`src/rtl/vc_pkg.sv`:
```
package vc_pkg;
    localparam int unsigned VC_BLK_W  = 26;
    localparam int unsigned VC_LINE_W = 64;

    typedef logic [VC_BLK_W-1:0]  blk_t;
    typedef logic [VC_LINE_W-1:0] line_t;

    typedef struct packed {
        logic  valid;
        logic  dirty;
        blk_t  blk;
        line_t data;
    } vc_entry_t;

    typedef struct packed {
        logic  valid;
        blk_t  blk;
        line_t data;
    } vc_wb_t;

    typedef enum logic [1:0] {
        SLOT_MATCH = 2'd0,
        SLOT_SWAP  = 2'd1,
        SLOT_FREE  = 2'd2,
        SLOT_FIFO  = 2'd3
    } slot_src_e;

    function automatic int unsigned vc_idx_w(int unsigned n);
        return (n < 2) ? 1 : $clog2(n);
    endfunction
endpackage

```
`src/rtl/vc_tag_match.sv`:
```
module vc_tag_match
    import vc_pkg::*;
#(
    parameter int unsigned ENTRIES = 8,
    localparam int unsigned IDX_W = vc_idx_w(ENTRIES)
) (
    input  vc_entry_t [ENTRIES-1:0] ent,
    input  blk_t                    key,
    output logic [ENTRIES-1:0]      match_vec,
    output logic                    any,
    output logic [IDX_W-1:0]        idx
);
    for (genvar g = 0; g < ENTRIES; g++) begin : g_cmp
        assign match_vec[g] = ent[g].valid && (ent[g].blk == key);
    end

    assign any = |match_vec;

    always_comb begin
        idx = '0;
        for (int i = 0; i < ENTRIES; i++) begin
            if (match_vec[i]) idx = idx | IDX_W'(i);
        end
    end
endmodule

```
`src/rtl/vc_alloc.sv`:
```
module vc_alloc
    import vc_pkg::*;
#(
    parameter int unsigned ENTRIES = 8,
    localparam int unsigned IDX_W = vc_idx_w(ENTRIES)
) (
    input  logic [ENTRIES-1:0] valid_vec,
    input  logic               ins_match,
    input  logic [IDX_W-1:0]   ins_match_idx,
    input  logic               lkp_hit,
    input  logic [IDX_W-1:0]   lkp_idx,
    input  logic [IDX_W-1:0]   fifo_ptr,
    output logic [IDX_W-1:0]   slot,
    output slot_src_e          src
);
    logic             have_free;
    logic [IDX_W-1:0] free_idx;

    always_comb begin
        have_free = 1'b0;
        free_idx  = '0;
        for (int i = ENTRIES - 1; i >= 0; i--) begin
            if (!valid_vec[i]) begin
                have_free = 1'b1;
                free_idx  = IDX_W'(i);
            end
        end
    end

    always_comb begin
        if (ins_match) begin
            slot = ins_match_idx;
            src  = SLOT_MATCH;
        end else if (lkp_hit) begin
            slot = lkp_idx;
            src  = SLOT_SWAP;
        end else if (have_free) begin
            slot = free_idx;
            src  = SLOT_FREE;
        end else begin
            slot = fifo_ptr;
            src  = SLOT_FIFO;
        end
    end
endmodule

```
`src/rtl/victim_cache.sv`:
```
module victim_cache
    import vc_pkg::*;
#(
    parameter int unsigned ENTRIES = 8,
    localparam int unsigned IDX_W = vc_idx_w(ENTRIES)
) (
    input  logic                 clk,
    input  logic                 rst,
    input  logic                 ins_valid,
    input  logic [VC_BLK_W-1:0]  ins_blk,
    input  logic [VC_LINE_W-1:0] ins_data,
    input  logic                 ins_dirty,
    input  logic                 lkp_valid,
    input  logic [VC_BLK_W-1:0]  lkp_blk,
    output logic                 lkp_hit,
    output logic [VC_LINE_W-1:0] lkp_data,
    output logic                 lkp_dirty,
    output logic                 mem_req_valid,
    output logic [VC_BLK_W-1:0]  mem_req_blk,
    output logic                 wb_valid,
    output logic [VC_BLK_W-1:0]  wb_blk,
    output logic [VC_LINE_W-1:0] wb_data
);
    vc_entry_t [ENTRIES-1:0] ent;
    logic [ENTRIES-1:0]      valid_vec;
    logic [ENTRIES-1:0]      lkp_vec;
    logic [ENTRIES-1:0]      ins_vec;
    logic                    lkp_any;
    logic                    ins_any;
    logic [IDX_W-1:0]        lkp_idx;
    logic [IDX_W-1:0]        ins_idx;
    logic [IDX_W-1:0]        fifo_ptr;
    logic [IDX_W-1:0]        slot;
    slot_src_e               src;
    vc_wb_t                  wb_q;

    for (genvar g = 0; g < ENTRIES; g++) begin : g_valid
        assign valid_vec[g] = ent[g].valid;
    end

    vc_tag_match #(.ENTRIES(ENTRIES)) u_lkp_match (
        .ent(ent), .key(lkp_blk), .match_vec(lkp_vec), .any(lkp_any), .idx(lkp_idx)
    );

    vc_tag_match #(.ENTRIES(ENTRIES)) u_ins_match (
        .ent(ent), .key(ins_blk), .match_vec(ins_vec), .any(ins_any), .idx(ins_idx)
    );

    vc_alloc #(.ENTRIES(ENTRIES)) u_alloc (
        .valid_vec(valid_vec),
        .ins_match(ins_any),
        .ins_match_idx(ins_idx),
        .lkp_hit(lkp_hit),
        .lkp_idx(lkp_idx),
        .fifo_ptr(fifo_ptr),
        .slot(slot),
        .src(src)
    );

    assign lkp_hit       = lkp_valid && lkp_any;
    assign lkp_data      = ent[lkp_idx].data;
    assign lkp_dirty     = ent[lkp_idx].dirty;
    assign mem_req_valid = lkp_valid && !lkp_any;
    assign mem_req_blk   = lkp_blk;

    assign wb_valid = wb_q.valid;
    assign wb_blk   = wb_q.blk;
    assign wb_data  = wb_q.data;

    always_ff @(posedge clk) begin
        if (rst) begin
            for (int i = 0; i < ENTRIES; i++) begin
                ent[i].valid <= 1'b0;
                ent[i].dirty <= 1'b0;
            end
            fifo_ptr <= '0;
            wb_q     <= '0;
        end else begin
            wb_q.valid <= 1'b0;
            if (lkp_hit) begin
                ent[lkp_idx].valid <= 1'b0;
            end
            if (ins_valid) begin
                ent[slot] <= '{valid: 1'b1, dirty: ins_dirty, blk: ins_blk, data: ins_data};
                if (src == SLOT_FIFO) begin
                    fifo_ptr <= (fifo_ptr == IDX_W'(ENTRIES - 1)) ? '0 : fifo_ptr + 1'b1;
                    if (ent[slot].valid && ent[slot].dirty) begin
                        wb_q <= '{valid: 1'b1, blk: ent[slot].blk, data: ent[slot].data};
                    end
                end
            end
        end
    end
endmodule

```
`config.mk`:
```
export PLATFORM = sky130hd
export DESIGN_NAME = victim_cache
export DESIGN_NICKNAME = d
export VERILOG_FILES = /design/src/rtl/vc_pkg.sv /design/src/rtl/vc_tag_match.sv /design/src/rtl/vc_alloc.sv /design/src/rtl/victim_cache.sv
export SDC_FILE = /design/constraint.sdc
export NUM_CORES = 2
export LEC_CHECK = 0
export BUFFER_PORTS_ARGS = -buffer_cell sky130_fd_sc_hd__buf_2
export CORE_ASPECT_RATIO = 1.5
export CORE_MARGIN = 2
export CORE_UTILIZATION = 50
export CTS_BUF_LIST = sky130_fd_sc_hd__clkbuf_4 sky130_fd_sc_hd__clkbuf_8 sky130_fd_sc_hd__clkbuf_16
export DETAILED_ROUTE_END_ITERATION = 10
export PLACE_DENSITY = 0.7
export SYNTH_ARGS = -nofsm -noshare
export SYNTH_HDL_FRONTEND = slang
export SYNTH_SLANG_ARGS = --single-unit
```
`constraint.sdc`:
```
create_clock -name clk -period 16.7 [get_ports clk]
set_clock_uncertainty 0.15 [all_clocks]
set_input_delay 5.01 -clock clk [delete_from_list [all_inputs] [get_ports clk]]
set_output_delay 5.01 -clock clk [all_outputs]
set_load 0.01 [all_outputs]
```
==> impl_metrics.yaml <==
synth:
  ys_types: 52
  yosysWarnings: 0
  synth_cells: 4504
  synth_area_um2: 47130
  ys_ff_latch: 830
  ys_seq_area_frac: 0.5055
  synth_edf_count: 720
  synth_nets: 4627
  synth-main-ff-cell: "edfxtp_1"
  async_flop_share: 0
  synth_area_per_cell_um2: 10.46
global_routing:
  grt_max_degree: 159
  grt_pass1_wl_mm: 252.2
  grt_usage: 0.3621
  antenna_found_initial: 22
  grt-ovfl-total: 0
  grt_pass1_vias: 36040
cells_and_area:
  design_area_um2: 51640
  nNetsFinal: 4631
  final_util: 0.5538
  drive_above_1_share: 0.2012
  fill_cells: 8195
  syn2layout_area_growth_pct: 9.579
power:
  totalPowerFinal_mw: 4.623
  seqPwrFrac: 0.491
  power_frac_comb: 0.085
  p_clk_frac: 0.424
  p_leak_nw: 19.56
  intPower_mw: 3.502
  powerDensity_nw_per_um2: 89.53
  sw_frac_of_total: 0.2425
  power.net_switching_mw: 1.121
  ir_worst_vdd_uv: 99.04
sta:
  worstMarginPinSlew_ps: 1471
  slew_viol_final: 0
  maxSlewHeadroom: 0.01259
  finalSetupViolations: 0
  finalHoldViolations: 0
  rsz0062_at_grt: "false"
  holdWs_ps: 300.4
  fin_crit_sh: 0.8828
  min_period_ps: 14740
  setup_tns_ps: 0
  fmax_mhz: 67.83
drt:
  post_drt_wl_per_cell_um: 30.29
  num_vias: 36710
  ant_nets: 0
  wirelength_mm: 176.9
  post_drt_via_cell_ratio: 6.287
  drt-initial-drc-count: 3863
  post-route-drc-count: 0
  dr.pass1.iters: 6
setup_path:
  critPathKind: "input port to primary output"
  startpoint_type: "input port"
  path_max_fanout: 39
  worstPathArrival_ps: 9580
  cp_top_family: "simple AND/OR/NAND/NOR gates"
  max_stage_delay_ps: 1180
  cp_data_required_time_ps: 11540
  crit_path_top_delay_cell: "xnor2_1"
  cp-end-kind: "primary output"
  path_buf_inv: 3
  crit_chain: "buf_2 -> xnor2_1 -> nand4_1 -> nor3_1 -> a22oi_1 -> nand2_4 -> buf_4 -> nand3_1 -> nand3_1 -> o21ai_0 -> buf_2"
clock_network:
  post_cts_buffers: 0
  htree_levels: 3
  cts_tree: "built"
  cts_sinks: 830
  clkTransAtPathRegs_ps: 60
  hold_buffers: 0
  post_cts_resized: 0
  clockBufferDepth: 3
  cts_inserted_buffers: 82
  insertion_delay_ps: 670
  root_buffer: "clkbuf_16"
placed_design:
  place.gp.congestion: 1.018
  dp_hpwl_mm: 111.2
  portBuffers: 304
  placed_area_um2: 48770
floorplan:
  initial_core_util: 0.5054
  die_y_um: 380.0
  num_rows: 137
  die-width_um: 254.7
  pin_count: 305
  core_area_um2: 93250
  die-area_um2: 96780
outcome:
  status: "completed"
flow_run:
  cap_viol_max_count: 0
worst_hold_path:
  hold_class: "register to register"
## through the flow
stage / std cells / setup slack [ps]
after floorplan: 4504 / 398.9
after global placement: 5674 / 2553
after detailed placement: 5674 / 2600
after CTS: 5827 / 2605
after global routing: 5832 / 2052
final: 5839 / 1958
## logic make-up after synthesis
kind of cell / after synthesis / share of synthesized area
flip-flops: 830 / 0.5055
AO/OA/AOI/OAI: 444 / 0.05485
adder cells (fa/ha/maj): 2 / 0.0005309
XOR/XNOR: 416 / 0.07827
AND/OR/NAND/NOR: 1962 / 0.2193
multiplexers: 406 / 0.09616
buffers and inverters: 444 / 0.04537
## power groups by stage
stage | Sequential (mW) | Combinational, mW | Clock, mW
global route | 2.27 | 0.411 | 2.05
detailed placement | 2.32 | 0.380 | 0
floorplan | 2.31 | 0.242 | 0
global placement | 2.31 | 0.379 | 0
CTS | 2.27 | 0.382 | 1.98
finish | 2.27 | 0.393 | 1.96
## metal layers
metal	track usage	share of wire	up-vias
met1	0.4213	0.36	18140
met4	0.2367	0.072	22
li1	-	-	16130
met3	0.07395	0.080	499
met2	0.6027	0.49	1916
met5	0	0.00079	-
## cell type report
type,instances,area (um^2),share of cell area
sequential,830,23820,0.4613
clock inverter,50,539.3,0.01044
tap,1251,1565,0.03031
multi-input combinational,3230,21370,0.4137
antenna,11,27.53,0.0005330
inverter,5,18.77,0.0003634
timing repair buffer,359,2019,0.03910
clock buffer,103,2282,0.04419
## registers in the layout, summed over array words and instances (netlist names)
| register | cells |
|---|---|
| fifo_ptr | 3 |
| wb_valid | 1 |
| wb_data | 64 |
| wb_blk | 26 |
| ent | 736 |
## cells in the mapped netlist (45+ instances only)
library cell	count	area share
edfxtp_1	720	0.46
nand2_1	638	0.051
mux2_2	370	0.088
and2_1	366	0.049
xnor2_1	365	0.068
and3_1	362	0.048
nand3_1	257	0.027
clkbuf_1	242	0.019
o22ai_1	178	0.024
nand4_1	142	0.019
o21ai_0	134	0.014
dfxtp_1	110	0.047
a21oi_1	98	0.010
buf_2	98	0.010
or3_1	93	0.012
xor2_1	45	0.0084
## placed cells by master, fill, tap and decap left out, drive strengths merged, types with 4 or more instances in the layout
cell type  instances
nor3              25
dfxtp            110
clkinvlp           4
nand4            142
buf              359
or3               93
diode             11
o22ai            178
xor2              45
and2             366
a22oi             10
and3             362
bufinv             9
nand2            638
nor2              24
edfxtp           720
o21ai            135
xnor2            371
nor4              34
o211ai             8
mux2i             35
clkbuf           103
nor2b             11
inv                9
clkinv            33
mux2             371
a21oi             98
nand3            260
## tightest hold or removal path, cell delays in order, from the launching register on
cell and delay (ps):
dfxtp_1 310, nand2_1 50, a21oi_1 50
## path summary, 6_finish.rpt
| kind | to | start | depth (start not counted) | slack (ps) |
|---|---|---|---|---|
| max | lkp_data[41] | lkp_blk[5] | 11 | 1960 |
| min | wb_blk[13]$_SDFFE_PP0P_ | wb_blk[13]$_SDFFE_PP0P_ | 2 | 300 |
| max reg2reg | wb_blk[1]$_SDFFE_PP0P_ | ent[437]$_DFFE_PP_ | 15 | 8450 |
| min reg2reg | wb_blk[13]$_SDFFE_PP0P_ | wb_blk[13]$_SDFFE_PP0P_ | 2 | 300 |
No activity file was read; power rests on OpenSTA's default activity.
